File: src/rtl/clk_thr_pkg.sv
package clk_thr_pkg;
  typedef enum logic [1:0] {
    SRC_IDLE  = 2'd0,
    SRC_NORM  = 2'd1,
    SRC_THERM = 2'd2
  } thr_src_e;

  localparam int unsigned DUTY_W = 3;
  localparam int unsigned NSRC   = 2;
endpackage

File: src/rtl/clk_thr_alarm.sv
module clk_thr_alarm #(
  parameter int unsigned HOLD_US = 2_100_000
) (
  input  logic clk,
  input  logic rst_n,
  input  logic tick,
  input  logic alarm_n,
  input  logic hold_en,
  output logic armed
);
  localparam int unsigned HW = $clog2(HOLD_US + 1);

  logic          sync1_q, sync2_q;
  logic [HW-1:0] hold_q, hold_d;
  logic          armed_q, armed_d;
  logic          alarm_on;

  // two-flop synchronizer, idle level is high (no alarm)
  always_ff @(posedge clk or negedge rst_n) begin
    if (!rst_n) begin
      sync1_q <= 1'b1;
      sync2_q <= 1'b1;
    end else begin
      sync1_q <= alarm_n;
      sync2_q <= sync1_q;
    end
  end

  assign alarm_on = !sync2_q;

  always_comb begin
    hold_d = hold_q;
    if (!alarm_on) begin
      hold_d = '0;
    end else if (tick && (hold_q != HW'(HOLD_US))) begin
      hold_d = hold_q + HW'(1);
    end
    armed_d = alarm_on && (!hold_en || (hold_q == HW'(HOLD_US)));
  end

  always_ff @(posedge clk or negedge rst_n) begin
    if (!rst_n) begin
      hold_q  <= '0;
      armed_q <= 1'b0;
    end else begin
      hold_q  <= hold_d;
      armed_q <= armed_d;
    end
  end

  assign armed = armed_q;
endmodule

File: src/rtl/clk_thr_arb.sv
module clk_thr_arb
  import clk_thr_pkg::*;
#(
  parameter int unsigned LONG_US     = 244,
  parameter int unsigned SHORT_US    = 30,
  parameter int unsigned LONG_LS_US  = 16,
  parameter int unsigned SHORT_LS_US = 2,
  parameter int unsigned PW          = $clog2(LONG_US + 1)
) (
  input  logic              norm_en,
  input  logic              norm_long,
  input  logic              norm_ls_en,
  input  logic [DUTY_W-1:0] norm_duty,
  input  logic              therm_armed,
  input  logic              therm_long,
  input  logic              therm_ls_en,
  input  logic [DUTY_W-1:0] therm_duty,
  output logic              active,
  output logic [PW-1:0]     period,
  output logic [PW-1:0]     low_len,
  output logic [PW-1:0]     ls_len
);
  localparam int unsigned XW = PW + DUTY_W;

  logic              long_s  [NSRC];
  logic              lsen_s  [NSRC];
  logic [DUTY_W-1:0] duty_s  [NSRC];
  logic [PW-1:0]     per_s   [NSRC];
  logic [PW-1:0]     low_s   [NSRC];
  logic [PW-1:0]     ls_s    [NSRC];
  thr_src_e          src;

  assign long_s[0] = norm_long;
  assign lsen_s[0] = norm_ls_en;
  assign duty_s[0] = norm_duty;
  assign long_s[1] = therm_long;
  assign lsen_s[1] = therm_ls_en;
  assign duty_s[1] = therm_duty;

  for (genvar g = 0; g < NSRC; g++) begin : g_src
    logic [XW-1:0] prod;
    assign per_s[g] = long_s[g] ? PW'(LONG_US) : PW'(SHORT_US);
    assign prod     = {{DUTY_W{1'b0}}, per_s[g]} * {{PW{1'b0}}, duty_s[g]};
    assign low_s[g] = PW'(prod >> DUTY_W);
    assign ls_s[g]  = (lsen_s[g] && (low_s[g] != '0))
                      ? (long_s[g] ? PW'(LONG_LS_US) : PW'(SHORT_LS_US))
                      : '0;
  end

  always_comb begin
    if (therm_armed)  src = SRC_THERM;
    else if (norm_en) src = SRC_NORM;
    else              src = SRC_IDLE;
  end

  always_comb begin
    active  = (src != SRC_IDLE);
    period  = per_s[0];
    low_len = low_s[0];
    ls_len  = ls_s[0];
    if (src == SRC_THERM) begin
      period  = per_s[1];
      low_len = low_s[1];
      ls_len  = ls_s[1];
    end
  end
endmodule

File: src/rtl/clk_thr_cycle.sv
module clk_thr_cycle #(
  parameter int unsigned PW = 8
) (
  input  logic          clk,
  input  logic          rst_n,
  input  logic          tick,
  input  logic          active,
  input  logic [PW-1:0] period,
  input  logic [PW-1:0] low_len,
  input  logic [PW-1:0] ls_len,
  output logic          stop_n,
  output logic          ls_n
);
  logic [PW-1:0] cnt_q, cnt_d;
  logic [PW-1:0] per_q, per_d;
  logic [PW-1:0] low_q, low_d;
  logic [PW-1:0] lsw_q, lsw_d;
  logic          run_q, run_d;
  logic          stop_q, stop_d;
  logic          lsn_q, lsn_d;
  logic          wrap;

  assign wrap = (cnt_q == (per_q - PW'(1)));

  always_comb begin
    cnt_d = cnt_q;
    per_d = per_q;
    low_d = low_q;
    lsw_d = lsw_q;
    run_d = run_q;
    if (!active) begin
      run_d = 1'b0;
      cnt_d = '0;
    end else if (tick) begin
      if (!run_q || wrap) begin
        // cycle boundary: capture the settings for the whole cycle
        run_d = 1'b1;
        cnt_d = '0;
        per_d = period;
        low_d = low_len;
        lsw_d = ls_len;
      end else begin
        cnt_d = cnt_q + PW'(1);
      end
    end
    stop_d = !(run_d && (cnt_d < low_d));
    lsn_d  = !(run_d && (cnt_d < lsw_d));
  end

  always_ff @(posedge clk or negedge rst_n) begin
    if (!rst_n) begin
      cnt_q  <= '0;
      per_q  <= '0;
      low_q  <= '0;
      lsw_q  <= '0;
      run_q  <= 1'b0;
      stop_q <= 1'b1;
      lsn_q  <= 1'b1;
    end else begin
      cnt_q  <= cnt_d;
      per_q  <= per_d;
      low_q  <= low_d;
      lsw_q  <= lsw_d;
      run_q  <= run_d;
      stop_q <= stop_d;
      lsn_q  <= lsn_d;
    end
  end

  assign stop_n = stop_q;
  assign ls_n   = lsn_q;
endmodule

File: src/rtl/clk_throttle_gen.sv
module clk_throttle_gen #(
  parameter int unsigned LONG_US     = 244,
  parameter int unsigned SHORT_US    = 30,
  parameter int unsigned LONG_LS_US  = 16,
  parameter int unsigned SHORT_LS_US = 2,
  parameter int unsigned HOLD_US     = 2_100_000
) (
  input  logic       clk,
  input  logic       rst_n,
  input  logic       us_tick,
  input  logic       norm_en,
  input  logic       norm_long,
  input  logic       norm_ls_en,
  input  logic [2:0] norm_duty,
  input  logic       therm_alarm_n,
  input  logic       therm_hold_en,
  input  logic       therm_long,
  input  logic       therm_ls_en,
  input  logic [2:0] therm_duty,
  output logic       stop_clk_n,
  output logic       link_stop_n
);
  localparam int unsigned PW = $clog2(LONG_US + 1);

  logic          rst_s1_q, rst_s2_q;
  logic          therm_armed;
  logic          active;
  logic [PW-1:0] period, low_len, ls_len;

  // reset: asserted asynchronously, released on the clock
  always_ff @(posedge clk or negedge rst_n) begin
    if (!rst_n) begin
      rst_s1_q <= 1'b0;
      rst_s2_q <= 1'b0;
    end else begin
      rst_s1_q <= 1'b1;
      rst_s2_q <= rst_s1_q;
    end
  end

  clk_thr_alarm #(.HOLD_US(HOLD_US)) u_alarm (
    .clk     (clk),
    .rst_n   (rst_s2_q),
    .tick    (us_tick),
    .alarm_n (therm_alarm_n),
    .hold_en (therm_hold_en),
    .armed   (therm_armed)
  );

  clk_thr_arb #(
    .LONG_US     (LONG_US),
    .SHORT_US    (SHORT_US),
    .LONG_LS_US  (LONG_LS_US),
    .SHORT_LS_US (SHORT_LS_US),
    .PW          (PW)
  ) u_arb (
    .norm_en     (norm_en),
    .norm_long   (norm_long),
    .norm_ls_en  (norm_ls_en),
    .norm_duty   (norm_duty),
    .therm_armed (therm_armed),
    .therm_long  (therm_long),
    .therm_ls_en (therm_ls_en),
    .therm_duty  (therm_duty),
    .active      (active),
    .period      (period),
    .low_len     (low_len),
    .ls_len      (ls_len)
  );

  clk_thr_cycle #(.PW(PW)) u_cycle (
    .clk     (clk),
    .rst_n   (rst_s2_q),
    .tick    (us_tick),
    .active  (active),
    .period  (period),
    .low_len (low_len),
    .ls_len  (ls_len),
    .stop_n  (stop_clk_n),
    .ls_n    (link_stop_n)
  );
endmodule

File: config.mk
export PLATFORM = sky130hd
export DESIGN_NAME = clk_throttle_gen
export DESIGN_NICKNAME = d
export VERILOG_FILES = /design/src/rtl/clk_thr_pkg.sv /design/src/rtl/clk_thr_alarm.sv /design/src/rtl/clk_thr_arb.sv /design/src/rtl/clk_thr_cycle.sv /design/src/rtl/clk_throttle_gen.sv
export SDC_FILE = /design/constraint.sdc
export NUM_CORES = 1
export LEC_CHECK = 0
export BUFFER_PORTS_ARGS = -buffer_cell sky130_fd_sc_hd__buf_2
export CAP_MARGIN = 10
export CORE_ASPECT_RATIO = 0.6
export CORE_MARGIN = 5
export CORE_UTILIZATION = 57
export DETAILED_ROUTE_END_ITERATION = 8
export HOLD_SLACK_MARGIN = 0.1
export PLACE_DENSITY_LB_ADDON = 0.3
export SYNTH_ARGS = -nofsm -noshare
export SYNTH_HDL_FRONTEND = slang
export SYNTH_SLANG_ARGS = --single-unit
File: constraint.sdc
create_clock -name clk -period 1.8 [get_ports clk]
set_clock_uncertainty 0.2 [all_clocks]
set_input_delay 0.27 -clock clk [delete_from_list [all_inputs] [get_ports clk]]
set_output_delay 0.27 -clock clk [all_outputs]
set_load 0.05 [all_outputs]
==> flow_summary.html, run 1 <==
<table>
<tr><th>Metric</th><th>Value</th></tr>
<tr><th colspan="2">Outcome</th></tr>
<tr><td>Status</td><td>aborted with a tool error</td></tr>
<tr><td>Last step reached</td><td>global routing</td></tr>
<tr><td>Error message</td><td>[ERROR DPL-0038] Utilization greater than 100%, impossible to legalize</td></tr>
<tr><th colspan="2">STA</th></tr>
<tr><td>Crit. endpoint post-GRT repair</td><td>u_cycle.ls_n$_DFF_PN1_/D</td></tr>
<tr><td>Worst endpoint type</td><td>register input</td></tr>
<tr><th colspan="2">Die</th></tr>
<tr><td>Number of primary I/O pins</td><td>18</td></tr>
<tr><td>FP Rows</td><td>24</td></tr>
<tr><td>Height of the die</td><td>approximately 77 um</td></tr>
<tr><td>Width of the die</td><td>between 100 and 150 um</td></tr>
<tr><td>Effective utilization at floorplan</td><td>58.98%</td></tr>
<tr><th colspan="2">Yosys</th></tr>
<tr><td>Proportion of register bits with asynchronous set or reset after synthesis</td><td>between 90% and 100%</td></tr>
<tr><td>Mapped Cells</td><td>~470</td></tr>
<tr><td>Flop and latch count out of synthesis</td><td>between 50 and 60</td></tr>
<tr><td>Post-synthesis area per instance</td><td>between 9 and 10 um^2</td></tr>
<tr><td>Post-synth EDFFs</td><td>0</td></tr>
<tr><td>Sequential share of the synthesized area</td><td>around 33%</td></tr>
<tr><td>Post-Synthesis Net Count</td><td>533</td></tr>
<tr><td>Count of different cell masters after synthesis</td><td>64</td></tr>
<tr><td>Post-synth design cell area</td><td>between 4000 and 5000 um^2</td></tr>
<tr><td>Primary flip-flop cell chosen by synthesis mapping</td><td>sky130_fd_sc_hd__dfrtp_1</td></tr>
<tr><td>Yosys warns</td><td>0</td></tr>
<tr><th colspan="2">Clock tree</th></tr>
<tr><td>Sinks on Clock Net</td><td>57</td></tr>
<tr><td>Clock tree root driver cell</td><td>sky130_fd_sc_hd__clkbuf_16</td></tr>
<tr><td>Deepest clock path buffer count</td><td>2</td></tr>
<tr><td>Number of levels the H-tree was split into</td><td>3</td></tr>
<tr><td>CTS Buf Count</td><td>9</td></tr>
<tr><th colspan="2">Place</th></tr>
<tr><td>Half-perimeter wire length after detailed placement</td><td>about 9700 um</td></tr>
<tr><td>IO buf count</td><td>17</td></tr>
<tr><td>RD Place Congestion</td><td>0.9321</td></tr>
<tr><th colspan="2">Global route</th></tr>
<tr><td>Largest net degree at the start of global routing</td><td>56</td></tr>
</table>
-- kinds of logic after synthesis --
logic type	Yosys count	synth area share (%)
XOR/XNOR	38	7.701
adder cells (fa/ha/maj)	50	15.87
AND/OR/NAND/NOR	181	22.00
other	1	0.08677
buffers and inverters	50	4.777
multiplexers	14	3.387
AO/OA/AOI/OAI	76	13.06
flip-flops	57	33.12
-- synth_stat cells, drive strengths merged, types with 4 or more instances --
cell type,instances,share of area (%)
mux2,5,1.3
and2,9,1.3
nand2,43,3.7
ha,42,12
xnor2,26,5.3
dfstp,4,2.4
o211ai,4,0.93
and3,6,0.98
fa,8,3.7
o21ai,16,1.9
a2111oi,6,1.8
dfrtp,53,31
clkbuf,4,0.35
nand4,11,1.9
nor2,50,4.3
mux2i,9,2.1
a21o,9,1.6
nand2b,13,1.9
nor4,7,1.4
or2,4,0.58
buf,5,0.87
nand3,11,1.3
nor3,10,1.3
nor3b,4,0.69
xor2,12,2.4
inv,41,3.6
a21oi,17,2.0
a211oi,4,0.93
-- per-stage QoR --
stage	cell area [um^2]	hold slack (ns)	setup TNS (ns)	setup slack [ns]	instances
after detailed placement	5886	-0.1412	-32.31	-2.296	710
after global placement	5886	-0.1440	-27.63	-2.092	710
after CTS	7092	0.1572	-28.25	-1.750	766
after floorplan	4726	-0.2256	-18.72	-1.805	467
-- what timing repair did --
action / in CTS
setup endpoints to repair: 51
gates resized for setup: 133
pin swaps: 54
endpoints found under the hold margin: 55
buffers inserted: 36
hold buffers: 5
gates cloned: 2
==> inputs of run 2 (changes only) <==
- CORE_ASPECT_RATIO: 0.6 -> unset
- CORE_UTILIZATION: 57 -> 40
- HOLD_SLACK_MARGIN: 0.1 -> unset
- PLACE_DENSITY_LB_ADDON: 0.3 -> 0.15
- clock period: 1.8 -> 2.35 ns (I/O delays scaled with it)
==> run 2 against run 1 <==
Effect of this change: the flow now finishes, with violations (setup timing); synthesized cell count did not move; area after synthesis unchanged.
==> flow_summary.html, run 2 <==
<table>
<tr><th>Metric</th><th>Value</th></tr>
<tr><th colspan="2">Yosys</th></tr>
<tr><td>Post-synth design cell area</td><td>4322 um^2 (unchanged)</td></tr>
<tr><td>Post-synth EDFFs</td><td>0 (unchanged)</td></tr>
<tr><td>Dominant cells by area after synthesis</td><td>sky130_fd_sc_hd__dfrtp_1 (31%), sky130_fd_sc_hd__ha_1 (12%), sky130_fd_sc_hd__xnor2_1 (5.3%), sky130_fd_sc_hd__nor2_1 (4.3%), sky130_fd_sc_hd__nand2_1 (3.7%) (unchanged)</td></tr>
<tr><td>Top cell type's share of synthesized area</td><td>30.69% (unchanged)</td></tr>
<tr><td>Proportion of register bits with asynchronous set or reset after synthesis</td><td>100.0% (unchanged)</td></tr>
<tr><td>Post-Synthesis Net Count</td><td>533 (unchanged)</td></tr>
<tr><td>Mapped Cells</td><td>467 (unchanged)</td></tr>
<tr><td>Library cell occupying the most area in the post-synthesis netlist</td><td>sky130_fd_sc_hd__dfrtp_1 (unchanged)</td></tr>
<tr><td>Sequential share of the synthesized area</td><td>33.12% (unchanged)</td></tr>
<tr><td>Yosys warns</td><td>0 (unchanged)</td></tr>
<tr><td>Post-synthesis area per instance</td><td>9.254 um^2 (unchanged)</td></tr>
<tr><td>Most frequent cell after synthesis</td><td>sky130_fd_sc_hd__dfrtp_1 (unchanged)</td></tr>
<tr><td>Count of different cell masters after synthesis</td><td>64 (unchanged)</td></tr>
<tr><td>Flop and latch count out of synthesis</td><td>57 (unchanged)</td></tr>
<tr><td>Primary flip-flop cell chosen by synthesis mapping</td><td>sky130_fd_sc_hd__dfrtp_1 (unchanged)</td></tr>
<tr><td>Leading cell types by count after synthesis</td><td>sky130_fd_sc_hd__dfrtp_1 (53), sky130_fd_sc_hd__nor2_1 (50), sky130_fd_sc_hd__nand2_1 (43), sky130_fd_sc_hd__ha_1 (42), sky130_fd_sc_hd__inv_1 (38) (unchanged)</td></tr>
<tr><th colspan="2">STA</th></tr>
<tr><td>Final worst path period need</td><td>between 3 and 4 ns</td></tr>
<tr><td>Final-report max-slew violation count</td><td>0</td></tr>
<tr><td>Relative slew slack</td><td>between 60% and 70%</td></tr>
<tr><td>Worst-Margin Slew</td><td>between 0.5 and 0.6 ns</td></tr>
<tr><td>Number of hold-slack violations in the final timing report</td><td>0</td></tr>
<tr><td>Crit path setup slack, layout</td><td>-1.309 ns</td></tr>
<tr><td>Min Hold Slack</td><td>~0.085 ns</td></tr>
<tr><td>Peak clock frequency supported by timing</td><td>approximately 270 MHz</td></tr>
<tr><td>Unrepaired setup endpoints after global routing</td><td>true</td></tr>
<tr><td>Final worst-path cycle share</td><td>155.7%</td></tr>
<tr><td>Final setup violating endpoints</td><td>18</td></tr>
<tr><th colspan="2">Drt</th></tr>
<tr><td>Pre-Repair DR Iteration Count</td><td>4</td></tr>
<tr><td>Remaining antenna violation count after routing</td><td>0</td></tr>
<tr><td>Aggregate routed wire length</td><td>11140 um</td></tr>
<tr><td>Remaining design rule violation count</td><td>0</td></tr>
<tr><td>Via density</td><td>~5.0</td></tr>
<tr><td>Vias after detailed routing</td><td>3902</td></tr>
<tr><td>DRT iter0 DRCs</td><td>102</td></tr>
<tr><td>Wire length per cell after detailed routing</td><td>around 14 um</td></tr>
<tr><th colspan="2">Setup path</th></tr>
<tr><td>Destination of the worst register-to-register timing path</td><td>u_cycle.ls_n</td></tr>
<tr><td>Crit end category</td><td>register</td></tr>
<tr><td>Type of the setup path with the least slack</td><td>input port to register</td></tr>
<tr><td>Critical path arrival</td><td>approximately 3.7 ns</td></tr>
<tr><td>Kind of start point of the critical path</td><td>input port</td></tr>
<tr><td>CP required</td><td>approximately 2.4 ns</td></tr>
<tr><td>Reg-to-reg slack, setup</td><td>-0.92 ns</td></tr>
<tr><td>Largest driver fanout on the critical path</td><td>3</td></tr>
<tr><td>Worst r2r path cells</td><td>17</td></tr>
<tr><td>Source of the worst register-to-register timing path</td><td>u_cycle.per_q[3]</td></tr>
<tr><th colspan="2">Die</th></tr>
<tr><td>Placeable core region</td><td>~11000 um^2</td></tr>
<tr><td>Height of the die</td><td>113.9 um (was 77.45 um)</td></tr>
<tr><td>FP Rows</td><td>38 (was 24)</td></tr>
<tr><td>Effective utilization at floorplan</td><td>40.40% (was 58.98%)</td></tr>
<tr><td>Number of primary I/O pins</td><td>18 (unchanged)</td></tr>
<tr><td>Width of the die</td><td>113.9 um (was 122.4 um)</td></tr>
<tr><td>Die area</td><td>around 13000 um^2</td></tr>
<tr><th colspan="2">Finish</th></tr>
<tr><td>Final cell area excluding filler cells</td><td>6666 um^2</td></tr>
<tr><td>Layout Area Growth over Synthesis</td><td>54.26%</td></tr>
<tr><td>Highest-count cells in the layout ignoring fill and taps</td><td>sky130_fd_sc_hd__buf_4 (110), sky130_fd_sc_hd__dfrtp_1 (52), sky130_fd_sc_hd__nor2_1 (35)</td></tr>
<tr><td>Final layout net count</td><td>694</td></tr>
<tr><td>Largest register FFs</td><td>22</td></tr>
<tr><td>Commonest non-fill, non-tap cell in the layout</td><td>sky130_fd_sc_hd__buf_4</td></tr>
<tr><td>Antenna diode count</td><td>0</td></tr>
<tr><td>Most flops, register</td><td>u_alarm.hold_q</td></tr>
<tr><td>Share of layout cells above drive strength 1</td><td>between 40% and 50%</td></tr>
<tr><th colspan="2">Global route</th></tr>
<tr><td>Number of global-route vias before repair</td><td>~4000</td></tr>
<tr><td>Largest net degree at the start of global routing</td><td>27</td></tr>
<tr><td>First-pass GRT wire length</td><td>18250 um</td></tr>
<tr><td>Initial antenna violation count</td><td>0</td></tr>
<tr><td>Grt ovf</td><td>0</td></tr>
<tr><td>Overall Global Routing Usage</td><td>between 15 and 20%</td></tr>
<tr><th colspan="2">Place</th></tr>
<tr><td>Half-perimeter wire length after detailed placement</td><td>7876 um (was 9696 um)</td></tr>
<tr><td>RD Place Congestion</td><td>0.8461 (was 0.9321)</td></tr>
<tr><td>IO buf count</td><td>17 (unchanged)</td></tr>
<tr><td>Cell area reported after detailed placement</td><td>5560 um^2 (was 5886 um^2)</td></tr>
<tr><td>Dpl ws</td><td>-1.813 ns (was -2.296 ns)</td></tr>
<tr><th colspan="2">Outcome</th></tr>
<tr><td>Failing checks</td><td>setup timing</td></tr>
<tr><td>Status</td><td>complete, but fails checks (was aborted with a tool error)</td></tr>
<tr><th colspan="2">Clock tree</th></tr>
<tr><td>CTS Buf Count</td><td>9 (unchanged)</td></tr>
<tr><td>Clock tree from TritonCTS</td><td>yes</td></tr>
<tr><td>Clock edge transition at the registers on the reported setup and hold paths</td><td>~0.07 ns</td></tr>
<tr><td>Deepest clock path buffer count</td><td>2 (unchanged)</td></tr>
<tr><td>Clock tree root driver cell</td><td>sky130_fd_sc_hd__clkbuf_8 (was sky130_fd_sc_hd__clkbuf_16)</td></tr>
<tr><td>Sinks on Clock Net</td><td>57 (unchanged)</td></tr>
<tr><td>Number of levels the H-tree was split into</td><td>3 (unchanged)</td></tr>
<tr><td>Clock latency of the later-clocked register in the worst-skew pair</td><td>0.34 ns</td></tr>
<tr><th colspan="2">Power</th></tr>
<tr><td>Maximum resistive drop on vdd</td><td>roughly 0.34 mV</td></tr>
<tr><td>Reported leakage power</td><td>3.092 nW</td></tr>
<tr><td>Total Power Consumption</td><td>3.651 mW</td></tr>
<tr><td>P per Cell Area</td><td>between 500 and 600 nW/um^2</td></tr>
<tr><th colspan="2">Job</th></tr>
<tr><td>Max-cap check violation count</td><td>0</td></tr>
<tr><th colspan="2">Worst hold path</th></tr>
<tr><td>Min-delay worst type</td><td>register to asynchronous set/reset pin</td></tr>
</table>
run 2: cell counts after synthesis:
Identical to the previous run, type by type.
run 2: through the flow:
stage	utilization [%]	setup TNS [ns]	std cells
after detailed placement	51.98	-12.35	725
after CTS	58.71	-8.395	762
after floorplan	-	-5.547	467
final	62.32	-6.594	773
after global routing	62.32	-8.559	773
after global placement	51.98	-11.80	725
run 2: cells by family (layout without fill, tap and decap cells):
logic type / count (synthesis) / after routing / synth area share, %
buffers and inverters: 50 / 216 / 4.777
multiplexers: 14 / 14 / 3.387
AO/OA/AOI/OAI: 76 / 76 / 13.06
flip-flops: 57 / 57 / 33.12
adder cells (fa/ha/maj): 50 / 50 / 15.87
XOR/XNOR: 38 / 38 / 7.701
AND/OR/NAND/NOR: 181 / 181 / 22.00
other: 1 / 1 / 0.08677
run 2: area by class of cell:
cell class,count,area (um^2)
clock buffers,9,123.9
inverters,41,177.7
fillers,879,4031
multi-input cells,360,3309
well taps,140,175.2
flip-flops and latches,57,1433
clock inverters,7,102.6
repair buffers,159,1345
run 2: worst max-delay path by stage:
stage / cells after the start / to / from / slack, ns
after floorplan: 17 / u_cycle.ls_n / norm_duty[2] / -1.34
after global placement: 17 / u_cycle.ls_n / norm_long / -1.77
after detailed placement: 17 / u_cycle.ls_n / norm_long / -1.81
after CTS: 18 / u_cycle.ls_n / norm_duty[2] / -1.34
after global routing: 16 / u_cycle.ls_n / therm_long / -1.47
final: 16 / u_cycle.ls_n / therm_long / -1.31
run 2: worst max-delay path, stage by stage:
cell and delay, ns:
sky130_fd_sc_hd__buf_8 0.10, sky130_fd_sc_hd__nand2b_4 0.13, sky130_fd_sc_hd__fa_1 0.53, sky130_fd_sc_hd__inv_1 0.05, sky130_fd_sc_hd__ha_1 0.27, sky130_fd_sc_hd__a21o_1 0.18, sky130_fd_sc_hd__nand4_1 0.10, sky130_fd_sc_hd__or4b_1 0.45
sky130_fd_sc_hd__o211ai_1 0.13, sky130_fd_sc_hd__nand4_1 0.21, sky130_fd_sc_hd__a221oi_2 0.33, sky130_fd_sc_hd__ha_2 0.32, sky130_fd_sc_hd__nand4_1 0.10, sky130_fd_sc_hd__nor2_2 0.06, sky130_fd_sc_hd__a2111oi_2 0.29, sky130_fd_sc_hd__o31ai_1 0.12
run 2: repair_timing:
action | CTS | global route
resized for setup | 91 | 58
hold endpoints to repair | 4 | 0
pin swaps | 44 | 30
setup buffers | 24 | 14
hold buffers | 3 | 0
endpoints found under the setup margin | 26 | 31
run 2: metal layers:
metal  share of wire (%)  wire, um  up-vias  GRT usage (%)
met1                  44      4922     1887          22.04
met5                   0         0        -              0
met4                 1.6       182        0          4.830
met2                  51      5715       53          30.17
li1                    -         -     1944              -
met3                 2.8       317       18          3.501
run 2: where the power goes:
group / leakage [nW] / switching [mW] / total (mW) / internal [mW]
clock: 0.110 / 0.439 / 1.04 / 0.605
combinational: 2.23 / 0.711 / 1.49 / 0.775
sequential: 0.748 / 0.0495 / 1.12 / 1.07
(Power assumes the default switching activity.)
==> inputs of run 3 (changes only) <==
- CORE_UTILIZATION: 40 -> 63
==> run 3 against run 2 <==
Effect of this change: the flow finishes with violations (DRC, setup timing); maximum frequency shrank 22%; combinational power up 23%; via count up 42%; first-iteration DRC count rose to 10 times the previous value; non-clock buffer count shrank 5; design area is 1.9% lower; register-to-register slack got worse by 0.77 ns; global-route usage is 23 points higher; core utilization rose by 35 points; sequential cell count is the same; worst hold slack lost 0.043 ns; critical path type unchanged; critical endpoint unchanged; largest cell class unchanged; largest power group unchanged.
==> flow_summary.html, run 3 (same netlist as run 2, synthesis figures left out) <==
<table>
<tr><th>Metric</th><th>Value</th></tr>
<tr><th colspan="2">Setup path</th></tr>
<tr><td>Destination of the worst register-to-register timing path</td><td>u_cycle.ls_n (unchanged)</td></tr>
<tr><td>Kind of start point of the critical path</td><td>input port (unchanged)</td></tr>
<tr><td>Most prevalent standard cell on the critical path</td><td>sky130_fd_sc_hd__ha_4 (was sky130_fd_sc_hd__nand4_1)</td></tr>
<tr><td>Total stage count of the critical path</td><td>17 (was 16)</td></tr>
<tr><td>Reg-to-reg slack, setup</td><td>-1.69 ns (was -0.92 ns)</td></tr>
<tr><td>Type of the setup path with the least slack</td><td>input port to register (unchanged)</td></tr>
<tr><td>Cell family contributing the most delay on the critical path</td><td>compound AO/OA/AOI/OAI gates (was adder cells)</td></tr>
<tr><td>Critical path buffers and inverters</td><td>3 (was 2)</td></tr>
<tr><td>Critical path cell sequence</td><td>buf_4, nand2_1, inv_1, ha_4, ha_4, ha_4, buf_4, nor4_1, o21ai_1, a211oi_2, a31oi_2, a221oi_2, ha_2, nand4_1, nor2_1, a2111oi_2, o31ai_1 (was buf_8, nand2b_4, fa_1, inv_1, ha_1, a21o_1, nand4_1, or4b_1, o211ai_1, nand4_1, a221oi_2, ha_2, nand4_1, nor2_2, a2111oi_2, o31ai_1)</td></tr>
<tr><td>Critical path arrival</td><td>4.71 ns (was 3.72 ns)</td></tr>
<tr><td>CP required</td><td>2.39 ns (was 2.41 ns)</td></tr>
<tr><td>Worst r2r path cells</td><td>16 (was 17)</td></tr>
<tr><td>Largest driver fanout on the critical path</td><td>5 (was 3)</td></tr>
<tr><td>Worst-path cell with the longest stage delay</td><td>sky130_fd_sc_hd__nor4_1 (was sky130_fd_sc_hd__fa_1)</td></tr>
<tr><td>Crit end category</td><td>register (unchanged)</td></tr>
<tr><td>Source of the worst register-to-register timing path</td><td>u_cycle.per_q[3] (unchanged)</td></tr>
<tr><td>Maximum cell stage delay along the critical path</td><td>0.66 ns (was 0.53 ns)</td></tr>
<tr><th colspan="2">Clock tree</th></tr>
<tr><td>Sinks on Clock Net</td><td>57 (unchanged)</td></tr>
<tr><td>Clock tree root driver cell</td><td>sky130_fd_sc_hd__clkbuf_8 (unchanged)</td></tr>
<tr><td>Clock latency of the later-clocked register in the worst-skew pair</td><td>0.36 ns (was 0.34 ns)</td></tr>
<tr><td>Clock tree from TritonCTS</td><td>yes (unchanged)</td></tr>
<tr><td>Clock edge transition at the registers on the reported setup and hold paths</td><td>0.08 ns (was 0.07 ns)</td></tr>
<tr><td>Deepest clock path buffer count</td><td>2 (unchanged)</td></tr>
<tr><td>Number of levels the H-tree was split into</td><td>3 (unchanged)</td></tr>
<tr><td>CTS Buf Count</td><td>9 (unchanged)</td></tr>
<tr><th colspan="2">Finish</th></tr>
<tr><td>Most flops, register</td><td>u_alarm.hold_q (unchanged)</td></tr>
<tr><td>Highest-count cells in the layout ignoring fill and taps</td><td>sky130_fd_sc_hd__buf_4 (108), sky130_fd_sc_hd__dfrtp_1 (52), sky130_fd_sc_hd__nor2_1 (36) (was sky130_fd_sc_hd__buf_4 (110), sky130_fd_sc_hd__dfrtp_1 (52), sky130_fd_sc_hd__nor2_1 (35))</td></tr>
<tr><td>Commonest non-fill, non-tap cell in the layout</td><td>sky130_fd_sc_hd__buf_4 (unchanged)</td></tr>
<tr><td>Area taken by multi-input logic gates</td><td>3318 um^2 (was 3309 um^2)</td></tr>
<tr><td>Layout Area Growth over Synthesis</td><td>51.33% (was 54.26%)</td></tr>
<tr><td>Share of layout cells above drive strength 1</td><td>47.61% (was 47.55%)</td></tr>
<tr><td>Filler cell count</td><td>107 (was 879)</td></tr>
<tr><td>Register Area</td><td>1433 um^2 (unchanged)</td></tr>
<tr><td>Final layout net count</td><td>689 (was 694)</td></tr>
<tr><td>Largest register FFs</td><td>22 (unchanged)</td></tr>
<tr><td>Utilization of the core after routing</td><td>97.34% (was 62.32%)</td></tr>
<tr><th colspan="2">Die</th></tr>
<tr><td>FP Rows</td><td>30 (was 38)</td></tr>
<tr><td>Width of the die</td><td>92.83 um (was 113.9 um)</td></tr>
<tr><td>Number of primary I/O pins</td><td>18 (unchanged)</td></tr>
<tr><td>Placeable core region</td><td>6719 um^2 (was 10700 um^2)</td></tr>
<tr><td>Die area</td><td>8616 um^2 (was 12980 um^2)</td></tr>
<tr><td>Height of the die</td><td>92.83 um (was 113.9 um)</td></tr>
<tr><td>Effective utilization at floorplan</td><td>64.32% (was 40.40%)</td></tr>
<tr><th colspan="2">Drt</th></tr>
<tr><td>Remaining design rule violation count</td><td>4 (was 0)</td></tr>
<tr><td>Remaining antenna violation count after routing</td><td>0 (unchanged)</td></tr>
<tr><td>DRT iter0 DRCs</td><td>1063 (was 102)</td></tr>
<tr><td>Via density</td><td>7.800 (was 5.048)</td></tr>
<tr><td>Vias after detailed routing</td><td>5530 (was 3902)</td></tr>
<tr><td>Wire length per cell after detailed routing</td><td>32.34 um (was 14.41 um)</td></tr>
<tr><td>Pre-Repair DR Iteration Count</td><td>9 (was 4)</td></tr>
<tr><td>Aggregate routed wire length</td><td>22930 um (was 11140 um)</td></tr>
<tr><th colspan="2">Outcome</th></tr>
<tr><td>Failing checks</td><td>DRC, setup timing (was setup timing)</td></tr>
<tr><td>Status</td><td>complete, but fails checks (unchanged)</td></tr>
<tr><th colspan="2">STA</th></tr>
<tr><td>Number of hold-slack violations in the final timing report</td><td>0 (unchanged)</td></tr>
<tr><td>Total negative setup slack</td><td>-22.64 ns (was -6.594 ns)</td></tr>
<tr><td>Worst-Margin Slew</td><td>0.7895 ns (was 0.5923 ns)</td></tr>
<tr><td>Crit path setup slack, layout</td><td>-2.313 ns (was -1.309 ns)</td></tr>
<tr><td>Peak clock frequency supported by timing</td><td>214.5 MHz (was 273.3 MHz)</td></tr>
<tr><td>Final worst-path cycle share</td><td>198.4% (was 155.7%)</td></tr>
<tr><td>Final setup violating endpoints</td><td>50 (was 18)</td></tr>
<tr><td>Final-report max-slew violation count</td><td>0 (unchanged)</td></tr>
<tr><td>Final worst path period need</td><td>4.663 ns (was 3.659 ns)</td></tr>
<tr><td>Relative slew slack</td><td>46.88% (was 60.10%)</td></tr>
<tr><td>Unrepaired setup endpoints after global routing</td><td>true (unchanged)</td></tr>
<tr><th colspan="2">Power</th></tr>
<tr><td>Total Power Consumption</td><td>3.977 mW (was 3.651 mW)</td></tr>
<tr><td>Reported leakage power</td><td>3.076 nW (was 3.092 nW)</td></tr>
<tr><td>Maximum resistive drop on vdd</td><td>0.8652 mV (was 0.3374 mV)</td></tr>
<tr><td>P per Cell Area</td><td>608.0 nW/um^2 (was 547.7 nW/um^2)</td></tr>
<tr><th colspan="2">Global route</th></tr>
<tr><td>Overall Global Routing Usage</td><td>40.38% (was 17.41%)</td></tr>
<tr><td>Grt ovf</td><td>0 (unchanged)</td></tr>
<tr><td>First-pass GRT wire length</td><td>26600 um (was 18250 um)</td></tr>
<tr><td>Number of global-route vias before repair</td><td>4940 (was 3965)</td></tr>
<tr><td>Initial antenna violation count</td><td>3 (was 0)</td></tr>
<tr><td>Largest net degree at the start of global routing</td><td>24 (was 27)</td></tr>
<tr><th colspan="2">Worst hold path</th></tr>
<tr><td>Min-delay worst type</td><td>register to asynchronous set/reset pin (unchanged)</td></tr>
<tr><th colspan="2">Job</th></tr>
<tr><td>Max-cap check violation count</td><td>0 (unchanged)</td></tr>
<tr><th colspan="2">Place</th></tr>
<tr><td>RD Place Congestion</td><td>0.8732 (was 0.8461)</td></tr>
<tr><td>Half-perimeter wire length after detailed placement</td><td>8464 um (was 7876 um)</td></tr>
<tr><td>IO buf count</td><td>17 (unchanged)</td></tr>
</table>
run 3: cell type report:
type / count / share of cell area [%]
diodes: 1 / 0.03826
clock inverters: 1 / 0.1148
inverters: 41 / 2.640
flip-flops and latches: 57 / 21.91
repair buffers: 154 / 20.03
well taps: 80 / 1.531
clock buffers: 15 / 3.004
multi-input cells: 360 / 50.74
run 3: timing repair:
| item | 4_1_cts | 5_1_grt |
|---|---|---|
| pin swaps | 27 | 25 |
| setup buffers | 22 | 18 |
| endpoints found under the setup margin | 27 | 35 |
| endpoints found under the hold margin | 4 | 0 |
| resized for setup | 94 | 56 |
| hold buffers | 3 | 0 |
run 3: worst max path at each step:
stage	startpoint	end	slack (ns)
global route	norm_duty[1]	u_cycle.ls_n	-2.45
floorplan	norm_duty[2]	u_cycle.ls_n	-1.34
detailed placement	norm_duty[2]	u_cycle.stop_n	-1.89
global placement	norm_long	u_cycle.ls_n	-1.67
finish	norm_duty[1]	u_cycle.ls_n	-2.31
CTS	norm_duty[2]	u_cycle.ls_n	-1.31
run 3: power by group:
group / switching, mW / total (mW) / internal (mW) / leakage, nW
Combinational: 1.03 / 1.84 / 0.809 / 2.23
Clock: 0.454 / 0.983 / 0.529 / 0.102
Sequential: 0.0827 / 1.15 / 1.07 / 0.748
Total: 1.57 / 3.98 / 2.41 / 3.08
run 3: through the flow:
step,worst slack [ns],instances,area [um^2],hold slack [ns]
CTS,-1.310,692,6151,0.02392
global route,-2.449,709,6540,0.05661
detailed placement,-1.886,658,5433,-0.06091
global placement,-1.666,658,5433,-0.06261
finish,-2.313,709,6540,0.04141
floorplan,-1.337,467,4528,-0.1431
run 3: per-layer routing:
metal  track usage, %  routed length (um)  vias to the layer above  part of all wire (%)
li1                 -                   -                     1933                     -
met1            46.37                6885                     2479                    30
met2            65.87                9551                      765                    42
met3            11.21                3259                      353                    14
met4            26.01                3236                        0                    14
met5                0                   0                        -                     0
